### config.mk
export PLATFORM = sky130hd
export DESIGN_NAME = prot_guard
export DESIGN_NICKNAME = d
export VERILOG_FILES = /design/src/rtl/prot_pkg.sv /design/src/rtl/prot_deb.sv /design/src/rtl/prot_rec.sv /design/src/rtl/prot_guard.sv
export SDC_FILE = /design/constraint.sdc
export NUM_CORES = 1
export LEC_CHECK = 0
export BUFFER_PORTS_ARGS = -buffer_cell sky130_fd_sc_hd__buf_4
export CAP_MARGIN = 20
export CORE_MARGIN = 8
export CORE_UTILIZATION = 45
export DETAILED_ROUTE_END_ITERATION = 16
export GPL_ROUTABILITY_DRIVEN = 0
export PLACE_DENSITY = 0.69
export SKIP_CTS_REPAIR_TIMING = 1
export SYNTH_ARGS = -nofsm -noshare
export SYNTH_HDL_FRONTEND = slang
export SYNTH_SLANG_ARGS = --single-unit
### constraint.sdc
create_clock -name clk -period 2.95 [get_ports clk]
set_input_delay 0.295 -clock clk [delete_from_list [all_inputs] [get_ports clk]]
set_output_delay 0.295 -clock clk [all_outputs]
set_load 0.01 [all_outputs]
### src/rtl/prot_pkg.sv
package prot_pkg;
   typedef enum logic [1:0] {
      ST_NORM = 2'd0,
      ST_LIM  = 2'd1,
      ST_TRIP = 2'd2,
      ST_RCV  = 2'd3
   } pstate_e;

   localparam logic [1:0] OC_CLAMP = 2'd0;
   localparam logic [1:0] OC_FOLD  = 2'd1;
   localparam logic [1:0] OC_HIC   = 2'd2;

   // source vector bit order: 0 ilk, 1 ov, 2 bd, 3 sns, 4 oc, 5 ot
   localparam int NSRC = 6;
   localparam int FIDW = 3;
endpackage

### src/rtl/prot_deb.sv
module prot_deb #(
   parameter int CW = 8
) (
   input  logic          clk,
   input  logic          rst_n,
   input  logic          raw,
   input  logic [CW-1:0] len,
   output logic          qual
);
   logic [CW-1:0] cnt;

   always_ff @(posedge clk or negedge rst_n) begin
      if (!rst_n)       cnt <= '0;
      else if (!raw)    cnt <= '0;
      else if (~&cnt)   cnt <= cnt + 1'b1;
   end

   assign qual = (cnt != '0) && (cnt >= len);
endmodule

### src/rtl/prot_rec.sv
module prot_rec
   import prot_pkg::*;
#(
   parameter int RW  = 4,
   parameter int TSW = 16
) (
   input  logic            clk,
   input  logic            rst_n,
   input  logic [NSRC-1:0] src,
   input  logic            take,
   input  logic [1:0]      st_new,
   input  logic [RW-1:0]   retry,
   output logic            log_valid,
   output logic [FIDW-1:0] log_id,
   output logic [1:0]      log_state,
   output logic [RW-1:0]   log_retry,
   output logic [TSW-1:0]  log_time
);
   logic [TSW-1:0]  ts;
   logic [FIDW-1:0] win;

   always_comb begin
      win = '0;
      for (int i = NSRC - 1; i >= 0; i--)
         if (src[i]) win = FIDW'(i + 1);
   end

   always_ff @(posedge clk or negedge rst_n) begin
      if (!rst_n) begin
         ts        <= '0;
         log_valid <= 1'b0;
         log_id    <= '0;
         log_state <= '0;
         log_retry <= '0;
         log_time  <= '0;
      end else begin
         ts        <= ts + 1'b1;
         log_valid <= take;
         if (take) begin
            log_id    <= win;
            log_state <= st_new;
            log_retry <= retry;
            log_time  <= ts;
         end
      end
   end
endmodule

### src/rtl/prot_guard.sv
module prot_guard
   import prot_pkg::*;
#(
   parameter int CW  = 8,
   parameter int RW  = 4,
   parameter int TSW = 16
) (
   input  logic            clk,
   input  logic            rst_n,
   input  logic            flt_ilk,
   input  logic            flt_ov,
   input  logic            flt_bd,
   input  logic            flt_sns,
   input  logic            flt_oc,
   input  logic            flt_ot,
   input  logic            man_rst,
   input  logic [1:0]      cfg_oc_style,
   input  logic [CW-1:0]   cfg_oc_deb,
   input  logic [CW-1:0]   cfg_ot_deb,
   input  logic [CW-1:0]   cfg_clr,
   input  logic [CW-1:0]   cfg_off,
   input  logic [CW-1:0]   cfg_on,
   input  logic [CW-1:0]   cfg_ramp,
   input  logic [CW-1:0]   cfg_pre,
   input  logic [RW-1:0]   cfg_max_retry,
   input  logic            cfg_man_only,
   output logic            out_en,
   output logic            lim_en,
   output logic            lim_fold,
   output logic            ramp_req,
   output logic            relay_open,
   output logic            precharge_en,
   output logic [1:0]      state_o,
   output logic [RW-1:0]   retry_o,
   output logic            log_valid,
   output logic [FIDW-1:0] log_id,
   output logic [1:0]      log_state,
   output logic [RW-1:0]   log_retry,
   output logic [TSW-1:0]  log_time
);
   localparam int NDEB = 2;

   generate
      if (CW < 2)  begin : g_bad_cw  $error("CW must be at least 2");  end
      if (RW < 1)  begin : g_bad_rw  $error("RW must be at least 1");  end
      if (TSW < 8) begin : g_bad_tsw $error("TSW must be at least 8"); end
   endgenerate

   // debounced comparators: index 0 over-current, 1 over-temperature
   logic [NDEB-1:0] deb_raw, deb_q;
   logic [CW-1:0]   deb_len [NDEB];
   assign deb_raw    = {flt_ot, flt_oc};
   assign deb_len[0] = cfg_oc_deb;
   assign deb_len[1] = cfg_ot_deb;

   generate
      for (genvar g = 0; g < NDEB; g++) begin : g_deb
         prot_deb #(.CW(CW)) i_deb (
            .clk(clk), .rst_n(rst_n), .raw(deb_raw[g]),
            .len(deb_len[g]), .qual(deb_q[g])
         );
      end
   endgenerate

   pstate_e       st;
   logic [CW-1:0] tmr, rcnt;
   logic          ramp_act, rly, pre;
   logic [RW-1:0] retry;

   logic hic, sev, mild, clean, auto_ok, ev_take;
   pstate_e ev_st;

   function automatic logic hit(input logic [CW-1:0] cnt, input logic [CW-1:0] lim);
      return ({1'b0, cnt} + (CW+1)'(1)) >= {1'b0, lim};
   endfunction

   always_comb begin
      hic     = (cfg_oc_style == OC_HIC);
      sev     = flt_ilk | flt_ov | flt_bd | flt_sns | (deb_q[0] & hic);
      mild    = (deb_q[0] & ~hic) | deb_q[1];
      clean   = ~(flt_ilk | flt_ov | flt_bd | flt_sns | flt_oc | flt_ot);
      auto_ok = ~cfg_man_only && (retry < cfg_max_retry);
      ev_st   = sev ? ST_TRIP : ST_LIM;
      unique case (st)
         ST_NORM: ev_take = sev | mild;
         ST_LIM:  ev_take = sev;
         ST_RCV:  ev_take = sev | (~pre & mild);
         default: ev_take = 1'b0;
      endcase
   end

   always_ff @(posedge clk or negedge rst_n) begin
      if (!rst_n) begin
         st       <= ST_NORM;
         tmr      <= '0;
         rcnt     <= '0;
         ramp_act <= 1'b0;
         rly      <= 1'b0;
         pre      <= 1'b0;
         retry    <= '0;
      end else if (ev_take) begin
         st  <= ev_st;
         tmr <= '0;
         pre <= 1'b0;
      end else begin
         unique case (st)
            ST_NORM: tmr <= '0;
            ST_LIM: begin
               if (!clean)                  tmr <= '0;
               else if (hit(tmr, cfg_clr)) begin
                  st <= ST_NORM; tmr <= '0; retry <= '0;
               end else                     tmr <= tmr + 1'b1;
            end
            ST_TRIP: begin
               if (ramp_act) begin
                  if (hit(rcnt, cfg_ramp)) begin
                     ramp_act <= 1'b0; rly <= 1'b1; rcnt <= '0;
                  end else rcnt <= rcnt + 1'b1;
               end else if (flt_ilk && !rly) begin
                  ramp_act <= 1'b1; rcnt <= '0;
               end
               if (ramp_act || !clean) tmr <= '0;
               else if (man_rst) begin
                  st <= ST_RCV; tmr <= '0; retry <= '0; pre <= rly;
               end else if (!auto_ok)       tmr <= '0;
               else if (hit(tmr, cfg_off)) begin
                  st <= ST_RCV; tmr <= '0; retry <= retry + 1'b1; pre <= rly;
               end else                     tmr <= tmr + 1'b1;
            end
            ST_RCV: begin
               if (pre) begin
                  if (hit(tmr, cfg_pre)) begin
                     pre <= 1'b0; rly <= 1'b0; tmr <= '0;
                  end else tmr <= tmr + 1'b1;
               end else if (hit(tmr, cfg_on)) begin
                  st <= ST_NORM; tmr <= '0; retry <= '0;
               end else tmr <= tmr + 1'b1;
            end
            default: st <= ST_NORM;
         endcase
      end
   end

   assign out_en       = (st == ST_NORM) | (st == ST_LIM) | ((st == ST_RCV) & ~pre);
   assign lim_en       = (st == ST_LIM);
   assign lim_fold     = (st == ST_LIM) & (cfg_oc_style == OC_FOLD);
   assign ramp_req     = ramp_act;
   assign relay_open   = rly;
   assign precharge_en = (st == ST_RCV) & pre;
   assign state_o      = st;
   assign retry_o      = retry;

   prot_rec #(.RW(RW), .TSW(TSW)) i_rec (
      .clk(clk), .rst_n(rst_n),
      .src({deb_q[1], deb_q[0], flt_sns, flt_bd, flt_ov, flt_ilk}),
      .take(ev_take), .st_new(ev_st), .retry(retry),
      .log_valid(log_valid), .log_id(log_id), .log_state(log_state),
      .log_retry(log_retry), .log_time(log_time)
   );
endmodule

==> key figures, run 1 <==
Clock network
  • Max clock buf depth: 2
  • Clk sinks: 83
  • Worst-skew pair later-pin latency: 0.34 ns
  • Root Driver: clkbuf_16
  • CTS Buf Count: 9
  • H-tree depth: 3
  • CTS tree: done
  • Clk pin slew, worst setup/hold paths: 0.07 ns

Outcome
  • Outcome: completed

Global routing
  • Met3 Use GR: 4.99%
  • Global routing usage on met2: 29.3%
  • Met1 usage: 20.8%
  • Vias in the first global route: 4,755
  • GRT busiest layer: met2
  • First-pass GRT wire length: 22,800 um
  • Total Routing Usage GR: 17.2%
  • Largest net degree at the start of global routing: 84
  • Gr ovfl total: 0
  • Initial antenna violation count: 0

Pwr
  • Total chip power: 4.73 mW
  • Power per standard cell area: 657 mW/mm^2
  • Leak: 3.75 nW
  • Maximum VDD drop: 0.458 mV

Die
  • Initial Utilization: 45.9%
  • Die Y: 126 um
  • Cell row count: 40
  • I/O pin count: 110
  • Die width: 126 um
  • Core ar.: 0.0120 mm^2
  • Die area: 0.0160 mm^2

Timing
  • Max Freq: 341 MHz
  • Period utilization: 99.5%
  • Min Tclk post-route: 2.94 ns
  • Setup ws final: 0.0137 ns
  • RSZ-0062 raised after global routing: true
  • Total negative setup slack: 0 ns
  • Final hold viol count: 0
  • Max transition margin: 62.9%
  • Worst Clk Skew: 0.00836 ns
  • Final Max Slew Viols: 0
  • Worst slew pin tran: 0.552 ns
  • Final hold slack: 0.202 ns
  • Final setup fails: 0

Worst setup path
  • CP Launch Type: flop
  • Crit path DAT: 3.17 ns
  • Top cell by count, worst path: buf_4
  • Slowest cell on crit path: or4_4
  • Setup crit end kind: flop
  • CP required: 3.18 ns
  • RR Endpoint: state_o[0]$_DFFE_PN0P_
  • Reg2reg setup slack: 0.01 ns
  • Delay-heaviest family, CP: simple AND/OR/NAND/NOR gates
  • Reg2Reg Launch Point: tmr[3]$_DFF_PN0_
  • Worst r2r path cells: 13
  • CP Buf/Inv Count: 2
  • Crit-path max FO: 5
  • Critical path, cell by cell: nand3_2 > nor2_2 > nand3_1 > xnor2_1 > buf_4 > ha_1 > nor2b_2 > or4_4 > a2bb2oi_2 > buf_4 > o31ai_4 > o21bai_1 > o22a_1
  • Slowest cell delay on critical path: 0.53 ns
  • Critical path class: flop to flop

Worst hold path
  • Min-Delay Path Class: input port to flop
  • Hold path start: flt_oc
  • Hold Path End: g_deb[0].i_deb.cnt[3]$_DFFE_PN0P_
  • Hold Crit Depth: 2

Logic synthesis
  • FFs w/ async S/R, synth: 100%
  • Mapped Nets: 709
  • Warnings, synthesis: 0
  • Post-synthesis sequential area ratio: 37.9%
  • Library cells used by synthesis: 62
  • Cells after synthesis: 566
  • #FFs+latches synth: 83
  • Predominant post-synthesis flop cell: dfrtp_1
  • Post-synth EDFFs: 0
  • Mean Syn Cell Area: 9.69 um^2
  • Cell accounting for the most synthesized area: dfrtp_1
  • Mapped cell area: 0.00549 mm^2
  • Share of the synthesized area in the top cell type: 37.9%
  • Ranking of synthesized cells by area: dfrtp_1, ha_1, mux2_2, inv_1, xnor2_1

Cells and area
  • Filler-free cell count of the finished design: 862
  • Synth-to-Final Area Change: 31.0%
  • Fillers: 1,013
  • Commonest cells after routing, fill and taps aside: buf_4, dfrtp_1, ha_1, inv_1, nand2_1
  • Share of cells above drive strength 1: 29.8%
  • # diodes: 0
  • Fin nets: 853
  • Commonest non-fill, non-tap cell in the layout: buf_4

Place
  • Pre-CTS setup slack: -0.0747 ns
  • Dpl hpwl: 10,300 um
  • Placed Cells: 840
  • Port Buffers: 109

Run
  • Max_cap viols: 0

Route
  • Via/cell ratio: 5.27
  • Drt drc: 0
  • 1st-iter DRT viols: 238
  • Drt wl/cell: 15.8 um
  • DR vias: 4,540
  • Post-route ant nets: 0
  • WL final: 13,600 um
  • First drt pass iteration count: 4
==> report_power, final <==
group	switching, mW	internal (mW)	total (mW)
Sequential	0.168	1.31	1.48
Combinational	1.02	1.04	2.05
Clock	0.513	0.681	1.19
Total	1.70	3.03	4.73
==> routing by layer <==
layer / up-vias / share of wire [%]
met5: - / 0
li1: 2273 / -
met1: 2149 / 44
met2: 102 / 49
met4: 0 / 1.4
met3: 16 / 5.1
==> through the flow <==
step                      instance area (um^2)  util [%]
after floorplan                           5490         -
after global placement                    6640      55.5
after CTS                                 6960      58.2
after detailed placement                  6640      55.5
after global routing                      7190      60.1
final                                     7190      60.1
==> cells by family after synthesis <==
family	after synthesis	share of synthesized area (%)
muxes	25	5.09
and+or+nand+nor	184	17.9
xor gates and xnor gates	34	5.43
buffers and inverters	72	5.22
AOI/OAI and AO/OA	97	12.3
adders and majority gates	71	16.2
DFF	83	37.9
==> cell usage after synthesis, types with 3 or more instances <==
| master | n |
|---|---|
| dfrtp_1 | 83 |
| o22a_1 | 4 |
| a21o_1 | 5 |
| o211ai_1 | 3 |
| nor2b_1 | 13 |
| o21a_1 | 3 |
| inv_1 | 66 |
| nor2_1 | 34 |
| nand3_1 | 29 |
| a31oi_1 | 4 |
| nand4_1 | 8 |
| o21bai_1 | 3 |
| o21ai_0 | 23 |
| a21oi_1 | 20 |
| nor4_1 | 4 |
| a22o_1 | 4 |
| and3_1 | 9 |
| mux2_2 | 23 |
| a211o_1 | 3 |
| nand2b_1 | 8 |
| ha_1 | 71 |
| nand2_1 | 38 |
| nor3_1 | 8 |
| xor2_1 | 13 |
| a211oi_1 | 3 |
| xnor2_1 | 21 |
| and2_1 | 14 |
| a2111oi_0 | 4 |
==> worst reg2reg max path: stages (launching register included) <==
cell       delay (ns)
dfrtp_1          0.38
nand3_2          0.15
nor2_2           0.16
nand3_1          0.12
xnor2_1          0.14
buf_4            0.15
ha_1             0.27
nor2b_2          0.17
or4_4            0.53
a2bb2oi_2        0.18
buf_4            0.17
o31ai_4          0.05
o21bai_1         0.13
o22a_1           0.22
==> worst max path at each step <==
stage                     cells after the start  slack [ns]              from                     end
after global routing                         13       -0.13  tmr[0]$_DFF_PN0_  state_o[0]$_DFFE_PN0P_
final                                        13        0.01  tmr[3]$_DFF_PN0_  state_o[0]$_DFFE_PN0P_
after detailed placement                     13       -0.07  tmr[3]$_DFF_PN0_  retry_o[2]$_DFFE_PN0P_
after CTS                                    13       -0.08  tmr[3]$_DFF_PN0_  retry_o[2]$_DFFE_PN0P_
after floorplan                              12        0.05  tmr[0]$_DFF_PN0_  retry_o[2]$_DFFE_PN0P_
after global placement                       10       0.007  tmr[0]$_DFF_PN0_  retry_o[2]$_DFFE_PN0P_
==> area by class of cell <==
class	count	area, um^2	share of cell area, %
Clock buffer	9	225	3.13
Clock inverter	7	93.8	1.31
Inverter	66	248	3.45
Multi-Input combinational cell	411	3280	45.7
Sequential cell	83	2080	28.9
Tap cell	147	184	2.56
Timing Repair Buffer	139	1080	15.0
==> flip-flops by register name, indices dropped and copies added (netlist names) <==
signal and cells:
tmr 8, g_deb.i_deb.cnt 16, i_rec.log_state 2, i_rec.log_valid 1, i_rec.log_retry 4, retry_o 4, state_o 2, ramp_req 1
i_rec.log_id 3, i_rec.log_time 16, rcnt 8, relay_open 1, pre 1, i_rec.ts 16
Note: power is estimated with default switching activity, not from simulation.
==> run 2, diff against run 1 <==
Settings changed: CELL_PAD_IN_SITES_DETAIL_PLACEMENT from default to 1, CELL_PAD_IN_SITES_GLOBAL_PLACEMENT from default to 1, CORE_UTILIZATION 45 to 39, PLACE_DENSITY 0.69 to 0.77.
==> run 2 against run 1 <==
The flow now finishes with violations (negative setup slack); die area up 13%; clock power down 6%; routed wire length up 18%; sequential power about the same; setup slack worse by 0.10 ns; clock skew up 0.00097 ns; utilization down 7.5 points; non-clock buffer count up 2; critical path type unchanged.
==> key figures, run 2 (synthesis results as in run 1) <==
Cells and area
  • Fin nets: 855 (+0.23%)
  • Fillers: 1,546 (+53%)
  • Commonest cells after routing, fill and taps aside: buf_4, dfrtp_1, ha_1, inv_1, nand2_1
  • Top Registers: g_deb.i_deb.cnt (16), i_rec.log_time (16), i_rec.ts (16)
  • Commonest non-fill, non-tap cell in the layout: buf_4
  • # diodes: 0 (unchanged)
  • Area of the multi-input gates: 0.00333 mm^2 (+1.5%)
  • Storage cell area: 0.00208 mm^2 (about the same)
  • Synth-to-Final Area Change: 32.5%
  • Share of cells above drive strength 1: 31.5% (+1.7 points)

Worst hold path
  • Hold Crit Depth: 2 (unchanged)
  • Min-Delay Path Class: input port to flop

Route
  • Via/cell ratio: 5.27 (+0.12%)
  • WL final: 16,100 um (+18%)
  • Drt wl/cell: 17.9 um (+13%)
  • Top Layer Used: met4
  • M1 WL: 6760 um (+12%)
  • Drt drc: 0 (unchanged)
  • DR vias: 4,730 (+4.2%)
  • Met3 routed WL: 666 um (-4.3%)
  • 1st-iter DRT viols: 122 (-49%)
  • First drt pass iteration count: 4 (unchanged)
  • Post-route ant nets: 0 (unchanged)
  • DR WL met2: 8360 um (+25%)

Pwr
  • Maximum VDD drop: 0.455 mV (-0.72%)
  • Leak: 3.79 nW (+0.89%)
  • P_sw: 1.75 mW (+3.3%)
  • Sw Share: 37.1% (+1.2 points)
  • Clk pwr share: 23.7% (-1.6 points)
  • Comb pwr share: 44.8% (+1.4 points)
  • P_int: 2.98 mW (-1.8%)
  • Power per standard cell area: 651 mW/mm^2 (-1.0%)
  • Reg power frac: 31.5% (+0.2 points)
  • Total chip power: 4.73 mW (about the same)

Timing
  • Max transition margin: 60.6% (-2.3 points)
  • Final Max Slew Viols: 0 (unchanged)
  • Period utilization: 103% (+3.4 points)
  • Max Freq: 329 MHz (-3.3%)
  • Min Tclk post-route: 3.04 ns (+0.0999 ns)
  • Worst Clk Skew: 0.00933 ns (+0.000968 ns)
  • Worst slew pin tran: 0.584 ns (+0.0320 ns)
  • Final hold slack: 0.200 ns (-0.00138 ns)
  • Setup ws final: -0.0862 ns (-0.0999 ns)
  • Final hold viol count: 0 (unchanged)
  • Final setup fails: 12 (+12)
  • RSZ-0062 raised after global routing: true

Clock network
  • Worst-skew pair later-pin latency: 0.35 ns (about the same)
  • Root Driver: clkbuf_16
  • Clk sinks: 83 (unchanged)
  • Clk pin slew, worst setup/hold paths: 0.07 ns (about the same)
  • Max clock buf depth: 2 (unchanged)
  • H-tree depth: 3 (unchanged)
  • CTS Buf Count: 9 (unchanged)
  • CTS tree: done

Worst setup path
  • Crit path DAT: 3.27 ns (+0.10 ns)
  • CP required: 3.18 ns (about the same)
  • Critical path, cell by cell: ha_4 > nand2_4 > nor2_4 > xor2_2 > ha_1 > a21oi_2 > nor2b_1 > or4_4 > a2bb2oi_2 > buf_4 > o31ai_1 > o21bai_1 > o22a_1
  • CP Launch Type: flop
  • Setup crit end kind: flop
  • Worst r2r path cells: 13 (unchanged)
  • Crit-path max FO: 3 (-2)
  • Critical path class: flop to flop
  • Slowest cell delay on critical path: 0.48 ns (-0.05 ns)
  • Slowest cell on crit path: or4_4

Global routing
  • Largest net degree at the start of global routing: 84 (unchanged)
  • Total Routing Usage GR: 17.7% (+0.55 points)
  • First-pass GRT wire length: 26,100 um (+15%)
  • Vias in the first global route: 5,280 (+11%)
  • Gr ovfl total: 0 (unchanged)
  • Initial antenna violation count: 0 (unchanged)

Die
  • Core ar.: 0.0138 mm^2 (+16%)
  • Die area: 0.0181 mm^2 (+13%)
  • I/O pin count: 110 (unchanged)
  • Die width: 135 um (+6.5%)
  • Cell row count: 43 (+7.5%)
  • Die Y: 135 um (+6.5%)
  • Initial Utilization: 39.7% (-6.2 points)

Outcome
  • Outcome: complete, but fails checks
  • Failing checks: negative setup slack

Place
  • Dpl hpwl: 12,200 um (+18%)
  • Port Buffers: 109 (unchanged)

Run
  • Max_cap viols: 0 (unchanged)
-- run 2: layout make-up --
class / count / area share [%]
repair buffers: 141 / 15.0
clock buffers: 10 / 3.29
clock inverters: 6 / 0.740
inverters: 66 / 3.41
multi-input cells: 411 / 45.8
well taps: 180 / 3.10
flip-flops and latches: 83 / 28.6
-- run 2: path summary, 6_finish.rpt --
kind | from | end | slack (ns)
max in group asynchronous | rst_n | i_rec.log_time[15]$_DFFE_PN0P_ | 1.93
min in group asynchronous | rst_n | tmr[0]$_DFF_PN0_ | 0.39
min reg2reg | i_rec.ts[15]$_DFF_PN0_ | i_rec.ts[15]$_DFF_PN0_ | 0.47
min | flt_oc | g_deb[0].i_deb.cnt[3]$_DFFE_PN0P_ | 0.20
max reg2reg | tmr[1]$_DFF_PN0_ | state_o[0]$_DFFE_PN0P_ | -0.09
max | tmr[1]$_DFF_PN0_ | state_o[0]$_DFFE_PN0P_ | -0.09
-- run 2: per-stage QoR --
step	utilization [%]	TNS (ns)	instances	setup WS, ns	cell area [um^2]
after floorplan	-	0	566	0.0548	5490
after global placement	48.1	-0.159	870	-0.0455	6650
after detailed placement	48.1	-2.17	870	-0.330	6650
after CTS	50.2	-2.36	886	-0.345	6940
after global routing	52.6	-2.89	897	-0.246	7270
final	52.6	-0.725	897	-0.0862	7270
-- run 2: worst max-delay path: cells and delay by family, from the launching register on --
| kind | cells | cell delay, ns |
|---|---|---|
| DFF | 1 | 0.43 |
| xor gates and xnor gates | 1 | 0.28 |
| buffers and inverters | 1 | 0.17 |
| adders and majority gates | 2 | 0.51 |
| AOI/OAI and AO/OA | 5 | 0.77 |
| and+or+nand+nor | 4 | 0.75 |
-- run 2: layer usage --
metal	global-route usage [%]	vias to the layer above
met5	0	-
met4	5.49	0
met3	4.23	27
met2	31.1	86
met1	20.9	2338
li1	-	2279
-- run 2: power groups by stage --
| stage | sequential, mW | clock (mW) | combinational, mW |
|---|---|---|---|
| 3_5_place_dp | 1.51 | 0 | 2.00 |
| 2_1_floorplan | 1.52 | 0 | 1.19 |
| 3_3_place_gp | 1.50 | 0 | 1.90 |
| 4_1_cts | 1.49 | 1.15 | 2.02 |
| 6_report | 1.49 | 1.12 | 2.12 |
| 5_1_grt | 1.52 | 1.19 | 2.34 |
